$ cat src/rtl/lt_pkg.sv
package lt_pkg;

    localparam int unsigned OFS_CFG   = 'h000;
    localparam int unsigned OFS_LOAD  = 'h310;
    localparam int unsigned OFS_COUNT = 'h314;
    localparam int unsigned OFS_CTRL  = 'h320;
    localparam int unsigned OFS_EXP   = 'h330;
    localparam int unsigned OFS_IEN   = 'h334;
    localparam int unsigned OFS_ACK   = 'h340;

    localparam int RUN_BIT      = 3;
    localparam int EXP_BIT      = 1;
    localparam int ACK_LOAD_BIT = 2;
    localparam int ACK_CTRL_BIT = 3;
    localparam int CFG_W        = 16;

    localparam int NUM_SYNC = 2;
    localparam int CH_LOAD  = 0;
    localparam int CH_CTRL  = 1;

    typedef enum logic [1:0] {
        SYNC_IDLE,
        SYNC_HOLD,
        SYNC_COMMIT
    } sync_state_e;

endpackage

$ cat src/rtl/lt_wsync.sv
module lt_wsync
    import lt_pkg::*;
#(
    parameter int DW    = 32,
    parameter int DELAY = 3
) (
    input  logic          clk,
    input  logic          rst_n,
    input  logic          capture_i,
    input  logic [DW-1:0] wdata_i,
    output logic          commit_o,
    output logic [DW-1:0] data_o
);
    // DELAY must be at least 2: one SYNC_HOLD span plus the SYNC_COMMIT cycle.
    localparam int CW = (DELAY > 2) ? $clog2(DELAY - 1) : 1;
    localparam logic [CW-1:0] HOLD_INIT = CW'(DELAY - 2);

    sync_state_e   state_q, state_d;
    logic [CW-1:0] cnt_q, cnt_d;
    logic [DW-1:0] data_q;

    always_comb begin
        state_d = state_q;
        cnt_d   = cnt_q;
        unique case (state_q)
            SYNC_IDLE: begin
                if (capture_i) begin
                    state_d = SYNC_HOLD;
                    cnt_d   = HOLD_INIT;
                end
            end
            SYNC_HOLD: begin
                if (capture_i) begin
                    cnt_d = HOLD_INIT;
                end else if (cnt_q == '0) begin
                    state_d = SYNC_COMMIT;
                end else begin
                    cnt_d = cnt_q - 1'b1;
                end
            end
            SYNC_COMMIT: begin
                if (capture_i) begin
                    state_d = SYNC_HOLD;
                    cnt_d   = HOLD_INIT;
                end else begin
                    state_d = SYNC_IDLE;
                end
            end
            default: state_d = SYNC_IDLE;
        endcase
    end

    always_ff @(posedge clk or negedge rst_n) begin
        if (!rst_n) begin
            state_q <= SYNC_IDLE;
            cnt_q   <= '0;
            data_q  <= '0;
        end else begin
            state_q <= state_d;
            cnt_q   <= cnt_d;
            if (capture_i) begin
                data_q <= wdata_i;
            end
        end
    end

    always_comb begin
        commit_o = (state_q == SYNC_COMMIT);
        data_o   = data_q;
    end

    assert_commit_follows_hold_R2: assert property (
        @(posedge clk) disable iff (!rst_n)
        (state_q == SYNC_COMMIT) |-> ($past(state_q) == SYNC_HOLD)
    ) else $error("commit entered without hold phase");

endmodule

$ cat src/rtl/lt_tickgen.sv
module lt_tickgen #(
    parameter int PRE_W = 8,
    parameter int SEL_W = 3
) (
    input  logic             clk,
    input  logic             rst_n,
    input  logic             run_i,
    input  logic             tclk_en,
    input  logic [PRE_W-1:0] prescale_i,
    input  logic [SEL_W-1:0] div_sel_i,
    output logic             tick_o
);
    localparam int DIVC_W = (1 << SEL_W) - 1;

    logic [PRE_W-1:0]  pre_q;
    logic [DIVC_W-1:0] div_q;
    logic [DIVC_W-1:0] div_mask;
    logic              pre_wrap;

    always_comb begin
        pre_wrap = tclk_en && (pre_q == prescale_i);
        div_mask = ~({DIVC_W{1'b1}} << div_sel_i);
        tick_o   = run_i && pre_wrap && ((div_q & div_mask) == div_mask);
    end

    // The phase restarts whenever the counter is stopped.
    always_ff @(posedge clk or negedge rst_n) begin
        if (!rst_n) begin
            pre_q <= '0;
            div_q <= '0;
        end else if (!run_i) begin
            pre_q <= '0;
            div_q <= '0;
        end else if (tclk_en) begin
            if (pre_wrap) begin
                pre_q <= '0;
                div_q <= div_q + 1'b1;
            end else begin
                pre_q <= pre_q + 1'b1;
            end
        end
    end

    assert_tick_gated_R6: assert property (
        @(posedge clk) disable iff (!rst_n)
        tick_o |-> (tclk_en && run_i)
    ) else $error("tick without enable or run");

endmodule

$ cat src/rtl/lt_downcount.sv
module lt_downcount #(
    parameter int W = 32
) (
    input  logic         clk,
    input  logic         rst_n,
    input  logic         load_i,
    input  logic [W-1:0] load_val_i,
    input  logic         tick_i,
    output logic [W-1:0] cnt_o,
    output logic         expire_o
);
    localparam logic [W-1:0] ONE = W'(1);

    logic [W-1:0] cnt_q;

    always_ff @(posedge clk or negedge rst_n) begin
        if (!rst_n) begin
            cnt_q <= '0;
        end else if (load_i) begin
            cnt_q <= load_val_i;
        end else if (tick_i && (cnt_q != '0)) begin
            cnt_q <= cnt_q - 1'b1;
        end
    end

    always_comb begin
        cnt_o    = cnt_q;
        expire_o = tick_i && !load_i && (cnt_q == ONE);
    end

    assert_hold_without_tick_R7: assert property (
        @(posedge clk) disable iff (!rst_n)
        (!load_i && !tick_i) |=> $stable(cnt_q)
    ) else $error("count moved without tick or load");

    assert_single_step_R5: assert property (
        @(posedge clk) disable iff (!rst_n)
        (tick_i && !load_i && (cnt_q != '0)) |=> (cnt_q == $past(cnt_q) - 1'b1)
    ) else $error("count did not step by one");

endmodule

$ cat src/rtl/lt_timer.sv
module lt_timer
    import lt_pkg::*;
#(
    parameter int AW         = 12,
    parameter int DW         = 32,
    parameter int PRE_W      = 8,
    parameter int SEL_W      = 3,
    parameter int SYNC_DELAY = 3
) (
    input  logic          clk,
    input  logic          rst_n,
    input  logic          tclk_en,
    input  logic [AW-1:0] bus_addr,
    input  logic          bus_wr,
    input  logic [DW-1:0] bus_wdata,
    output logic [DW-1:0] bus_rdata,
    output logic          irq
);
    localparam logic [AW-1:0] A_CFG   = AW'(OFS_CFG);
    localparam logic [AW-1:0] A_LOAD  = AW'(OFS_LOAD);
    localparam logic [AW-1:0] A_COUNT = AW'(OFS_COUNT);
    localparam logic [AW-1:0] A_CTRL  = AW'(OFS_CTRL);
    localparam logic [AW-1:0] A_EXP   = AW'(OFS_EXP);
    localparam logic [AW-1:0] A_IEN   = AW'(OFS_IEN);
    localparam logic [AW-1:0] A_ACK   = AW'(OFS_ACK);

    logic [CFG_W-1:0]    cfg_q;
    logic [DW-1:0]       load_q;
    logic [DW-1:0]       ctrl_q;
    logic                exp_q;
    logic                ien_q;
    logic [NUM_SYNC-1:0] ack_q;

    logic [NUM_SYNC-1:0] capture;
    logic [NUM_SYNC-1:0] commit;
    logic [DW-1:0]       sync_data [NUM_SYNC];
    logic [NUM_SYNC-1:0] ack_clr;

    logic          hit_cfg, hit_exp, hit_ien, hit_ack;
    logic          tick, expire;
    logic [DW-1:0] count;

    always_comb begin
        hit_cfg           = bus_wr && (bus_addr == A_CFG);
        hit_exp           = bus_wr && (bus_addr == A_EXP);
        hit_ien           = bus_wr && (bus_addr == A_IEN);
        hit_ack           = bus_wr && (bus_addr == A_ACK);
        capture[CH_LOAD]  = bus_wr && (bus_addr == A_LOAD);
        capture[CH_CTRL]  = bus_wr && (bus_addr == A_CTRL);
        ack_clr[CH_LOAD]  = hit_ack && bus_wdata[ACK_LOAD_BIT];
        ack_clr[CH_CTRL]  = hit_ack && bus_wdata[ACK_CTRL_BIT];
    end

    for (genvar ch = 0; ch < NUM_SYNC; ch++) begin : g_sync
        lt_wsync #(
            .DW    (DW),
            .DELAY (SYNC_DELAY)
        ) u_sync (
            .clk       (clk),
            .rst_n     (rst_n),
            .capture_i (capture[ch]),
            .wdata_i   (bus_wdata),
            .commit_o  (commit[ch]),
            .data_o    (sync_data[ch])
        );

        always_ff @(posedge clk or negedge rst_n) begin
            if (!rst_n) begin
                ack_q[ch] <= 1'b0;
            end else if (commit[ch]) begin
                ack_q[ch] <= 1'b1;
            end else if (ack_clr[ch]) begin
                ack_q[ch] <= 1'b0;
            end
        end

        assert_ack_on_commit_R4: assert property (
            @(posedge clk) disable iff (!rst_n)
            $rose(ack_q[ch]) |-> $past(commit[ch])
        ) else $error("acknowledge rose without commit");
    end

    always_ff @(posedge clk or negedge rst_n) begin
        if (!rst_n) begin
            cfg_q  <= '0;
            load_q <= '0;
            ctrl_q <= '0;
            exp_q  <= 1'b0;
            ien_q  <= 1'b0;
        end else begin
            if (hit_cfg) begin
                cfg_q <= bus_wdata[CFG_W-1:0];
            end
            if (commit[CH_LOAD]) begin
                load_q <= sync_data[CH_LOAD];
            end
            if (commit[CH_CTRL]) begin
                ctrl_q <= sync_data[CH_CTRL];
            end
            if (expire) begin
                exp_q <= 1'b1;
            end else if (hit_exp && bus_wdata[EXP_BIT]) begin
                exp_q <= 1'b0;
            end
            if (hit_ien) begin
                ien_q <= bus_wdata[EXP_BIT];
            end
        end
    end

    lt_tickgen #(
        .PRE_W (PRE_W),
        .SEL_W (SEL_W)
    ) u_tick (
        .clk        (clk),
        .rst_n      (rst_n),
        .run_i      (ctrl_q[RUN_BIT]),
        .tclk_en    (tclk_en),
        .prescale_i (cfg_q[PRE_W-1:0]),
        .div_sel_i  (cfg_q[PRE_W +: SEL_W]),
        .tick_o     (tick)
    );

    lt_downcount #(
        .W (DW)
    ) u_count (
        .clk        (clk),
        .rst_n      (rst_n),
        .load_i     (commit[CH_LOAD]),
        .load_val_i (sync_data[CH_LOAD]),
        .tick_i     (tick),
        .cnt_o      (count),
        .expire_o   (expire)
    );

    always_comb begin
        bus_rdata = '0;
        unique case (bus_addr)
            A_CFG:   bus_rdata = DW'(cfg_q);
            A_LOAD:  bus_rdata = load_q;
            A_COUNT: bus_rdata = count;
            A_CTRL:  bus_rdata = ctrl_q;
            A_EXP:   bus_rdata[EXP_BIT] = exp_q;
            A_IEN:   bus_rdata[EXP_BIT] = ien_q;
            A_ACK: begin
                bus_rdata[ACK_LOAD_BIT] = ack_q[CH_LOAD];
                bus_rdata[ACK_CTRL_BIT] = ack_q[CH_CTRL];
            end
            default: bus_rdata = '0;
        endcase
        irq = exp_q && ien_q;
    end

    assert_expire_at_zero_R8: assert property (
        @(posedge clk) disable iff (!rst_n)
        $rose(exp_q) |-> (count == '0)
    ) else $error("expiry flag rose with nonzero count");

endmodule

$ cat config.mk
export PLATFORM = sky130hd
export DESIGN_NAME = lt_timer
export DESIGN_NICKNAME = d
export VERILOG_FILES = /design/src/rtl/lt_pkg.sv /design/src/rtl/lt_wsync.sv /design/src/rtl/lt_tickgen.sv /design/src/rtl/lt_downcount.sv /design/src/rtl/lt_timer.sv
export SDC_FILE = /design/constraint.sdc
export NUM_CORES = 1
export LEC_CHECK = 0
export BUFFER_PORTS_ARGS = -buffer_cell sky130_fd_sc_hd__clkbuf_2
export CAP_MARGIN = 10
export CORE_MARGIN = 2
export CORE_UTILIZATION = 33
export DETAILED_ROUTE_END_ITERATION = 8
export PLACE_DENSITY = 0.58
export SKIP_LAST_GASP = 1
export SYNTH_ARGS = -nofsm -noshare
export SYNTH_HDL_FRONTEND = slang
export SYNTH_HIERARCHICAL = 1
export SYNTH_SLANG_ARGS = --single-unit
$ cat constraint.sdc
create_clock -name clk -period 3.6 [get_ports clk]
set_input_delay 0.9 -clock clk [delete_from_list [all_inputs] [get_ports clk]]
set_output_delay 0.9 -clock clk [all_outputs]
set_load 0.02 [all_outputs]
==> impl_results.md <==
* CP Capture Type: primary output
* Achievable Freq at about 290 MHz
* Share of layout cells above drive strength 1 at 36.1%
* Worst-path clk slew at 0.06 ns
* Tcrit/Tclk final at a little over nine tenths
* Slew Limit Fails at 0
* Worst hold slack at 0.478 ns
* First-pass iteration count of the detailed router at 5
* Final worst clock skew at 0.00830 ns
* Worst slack after detailed placement at just over 0.06 ns
* Placed Area at approximately 11,000 µm²
* Final Net Count at between 900 and 1k
* Core footprint at 29,600 µm²
* Post-CTS setup buffers at 0
* WP data required at roughly 2.7 ns
* IO Port Bufs at 80
* # rows at between 60 and 70
* Cell Area, Synth at roughly 10000 µm²
* Total Power at 0.00472 W
* Main synth FF type: dfrtp_1
* FF+latch count, synth at roughly 200
* Pwr/cell area at 406 nW/µm²
* Clock buffer depth at 3
* P&R area growth vs syn at 17.0%
* Initial antenna violation count at 0
* Yosys cell types at 71
* Critical Path AT at 2.59 ns
* Final TNS setup at 0 ns
* CTS tree: done
* Post-CTS sizing at 0
* Post-CTS Hold Fix Bufs at 0
* Wire per inst at 18.2 µm
* Number of synthesized flops with an enable pin at 0
* Final hold violation count at 0
* Setup slack after layout at around 0.11 ns
* GRT overflow at 0
* Die height at between 150 and 200 µm
* Syn_nets at 860
* Fin area at 11,600 µm²
* Antenna diode count at 0
* First-pass GRT wire length at 38,800 µm
* H-tree depth at 1
* DRC viols at 0
* Status: finished clean
* Final setup violating endpoints at 0
* Leading cell type in the layout, fill and taps excluded: dfrtp_1
* All-Layer GR Usage at roughly 15%
* Post-Syn Area per Cell at roughly 12 µm²
* Starting Density at between 30% and 40%
* I/O pins at just over 80
* Post-Synth XOR/XNOR Area at roughly 1.4%
* Initial DRC count at roughly 480
* Post-detail-place hpwl at 16,400 µm
* WL final at 23,800 µm
* Transition time of the tightest slew-check pin at about 0.84 ns
* Simple-gate share of the synthesized area at 12.6%
* Post-Syn Instances at between 800 and 900
* MaxCap Viol Count at 0
* RSZ-0062 raised after global routing: false
* Post-synthesis adder-cell area fraction at 0.503%
* CP Class: in2out
* Portion of netlist area occupied by mux cells at 21.3%
* Peak VDD IR at around 0.00022 V
* Vias/cell at 5.19
* Hold Crit Class: reg2reg
* CP max FO at 31
* Via count at ~6.8k
* RD Place Congestion at 0.785
* Ys async rst share at between 90% and 100%
* CP startpoint kind: input port
* Largest family of logic cells by synthesized area: multiplexers
* Number of buffers created by CTS at 23
* Post-synthesis compound-gate area fraction at 9.28%
* Die Width at ~180 µm
* Fillers at 2,914
* Fin crit period at approximately 3.5 ns
* Most frequent cells in the layout: 201 x dfrtp_1, 96 x mux2_2, 79 x clkbuf_2
* Die area at 31,600 µm²
* Leakage dissipation at ~5.4 nW
* Number of global-route vias before repair at slightly below 7k
* Worst-skew pair later-pin latency at 0.50 ns
* Max_slew headroom at between 40 and 50%
* Register area share after synthesis at roughly half
* Ys Warns at 6
* Post-route ant nets at 0
* Pin count of the biggest net entering global routing at 100
* Clock root cell: clkbuf_16
* Clk sink count at 201
==> power by group <==
group	leakage (nW)	switching [W]	internal [W]
clock network	0.368	0.000888	0.00141
registers	2.65	0.00000806	0.00227
logic	2.38	0.0000953	0.0000525
total	5.40	0.000992	0.00373
==> worst paths after layout <==
check                                 from                          to  slack (ns)  depth (start not counted)
max reg2reg                u_tick/pre_q[0]           u_count/cnt_o[26]        0.17                          9
min in group asynchronous            rst_n                  ctrl_q[18]        0.50                          1
min                               ack_q[1]                    ack_q[1]        0.48                          1
max in group asynchronous            rst_n  g_sync[1].u_sync/data_o[5]        2.28                          2
min reg2reg                       ack_q[1]                    ack_q[1]        0.48                          1
max                            bus_addr[1]               bus_rdata[31]        0.11                          7
==> synthesized netlist by cell type (all sizes together), types with 4 or more instances <==
master / instances / area share (%)
a21o: 6 / 0.45
a21oi: 12 / 0.60
a222oi: 29 / 2.9
a31oi: 20 / 1.3
and2: 4 / 0.25
buf: 14 / 1.7
clkbuf: 28 / 1.1
dfrtp: 201 / 51
ha: 4 / 0.50
inv: 41 / 1.5
mux2: 158 / 20
mux2i: 11 / 1.1
nand2: 39 / 1.5
nand2b: 9 / 0.57
nand3: 15 / 0.75
nand3b: 7 / 0.53
nand4: 12 / 0.75
nor2: 42 / 1.6
nor2b: 4 / 0.28
nor3: 11 / 0.55
nor4: 16 / 1.2
nor4b: 6 / 0.87
o21ai: 18 / 0.91
o311ai: 4 / 0.35
o31ai: 11 / 0.88
o41ai: 4 / 0.35
or2: 6 / 0.38
or3: 14 / 0.94
or4: 17 / 1.3
or4b: 5 / 0.54
xnor2: 13 / 1.1
==> through the flow <==
step / util (%) / std cells
after floorplan: - / 808
after global placement: 36.8 / 1266
after detailed placement: 36.8 / 1266
after CTS: 39.3 / 1305
after global routing: 39.3 / 1305
final: 39.3 / 1305
==> kinds of logic (layout without fill, tap and decap cells) <==
| group | count (synthesis) | in the layout |
|---|---|---|
| simple gates | 213 | 213 |
| flops | 201 | 201 |
| mux | 169 | 169 |
| compound gates | 122 | 122 |
| buf+inv | 83 | 190 |
| xor+xnor | 16 | 16 |
| fa+ha+maj | 4 | 4 |
==> critical path: stages <==
cell	delay, ns
clkbuf_2	0.07
or3_1	0.54
nor4_2	0.44
buf_12	0.25
a222oi_1	0.12
inv_1	0.08
clkbuf_2	0.16
==> metal layers <==
| metal | GRT usage, % | wire length, µm |
|---|---|---|
| met1 | 22.7 | 11600 |
| met3 | 1.82 | 1070 |
| met5 | 0 | 0 |
| met2 | 23.6 | 10600 |
| met4 | 4.17 | 452 |
==> area by class of cell <==
cell class	instances	area, µm²	area share, %
Clock inverter	7	87.6	0.752
Inverter	41	154	1.32
Sequential cell	201	5030	43.2
Multi-Input combinational cell	524	4510	38.8
Timing Repair Buffer	110	709	6.09
Clock buffer	32	659	5.66
Tap cell	390	488	4.19
==> sequential cells by signal, indices dropped and copies added (netlist names) <==
| register | count |
|---|---|
| u_tick/div_q | 7 |
| u_count/cnt_o | 32 |
| ack_q | 2 |
| u_tick/pre_q | 8 |
| load_q | 32 |
| exp_q | 1 |
| ctrl_q | 32 |
| ien_q | 1 |
| g_sync.u_sync/cnt_q | 2 |
| g_sync.u_sync/data_o | 64 |
| cfg_q | 16 |
| g_sync.u_sync/state_q | 4 |
(Power assumes the default switching activity.)
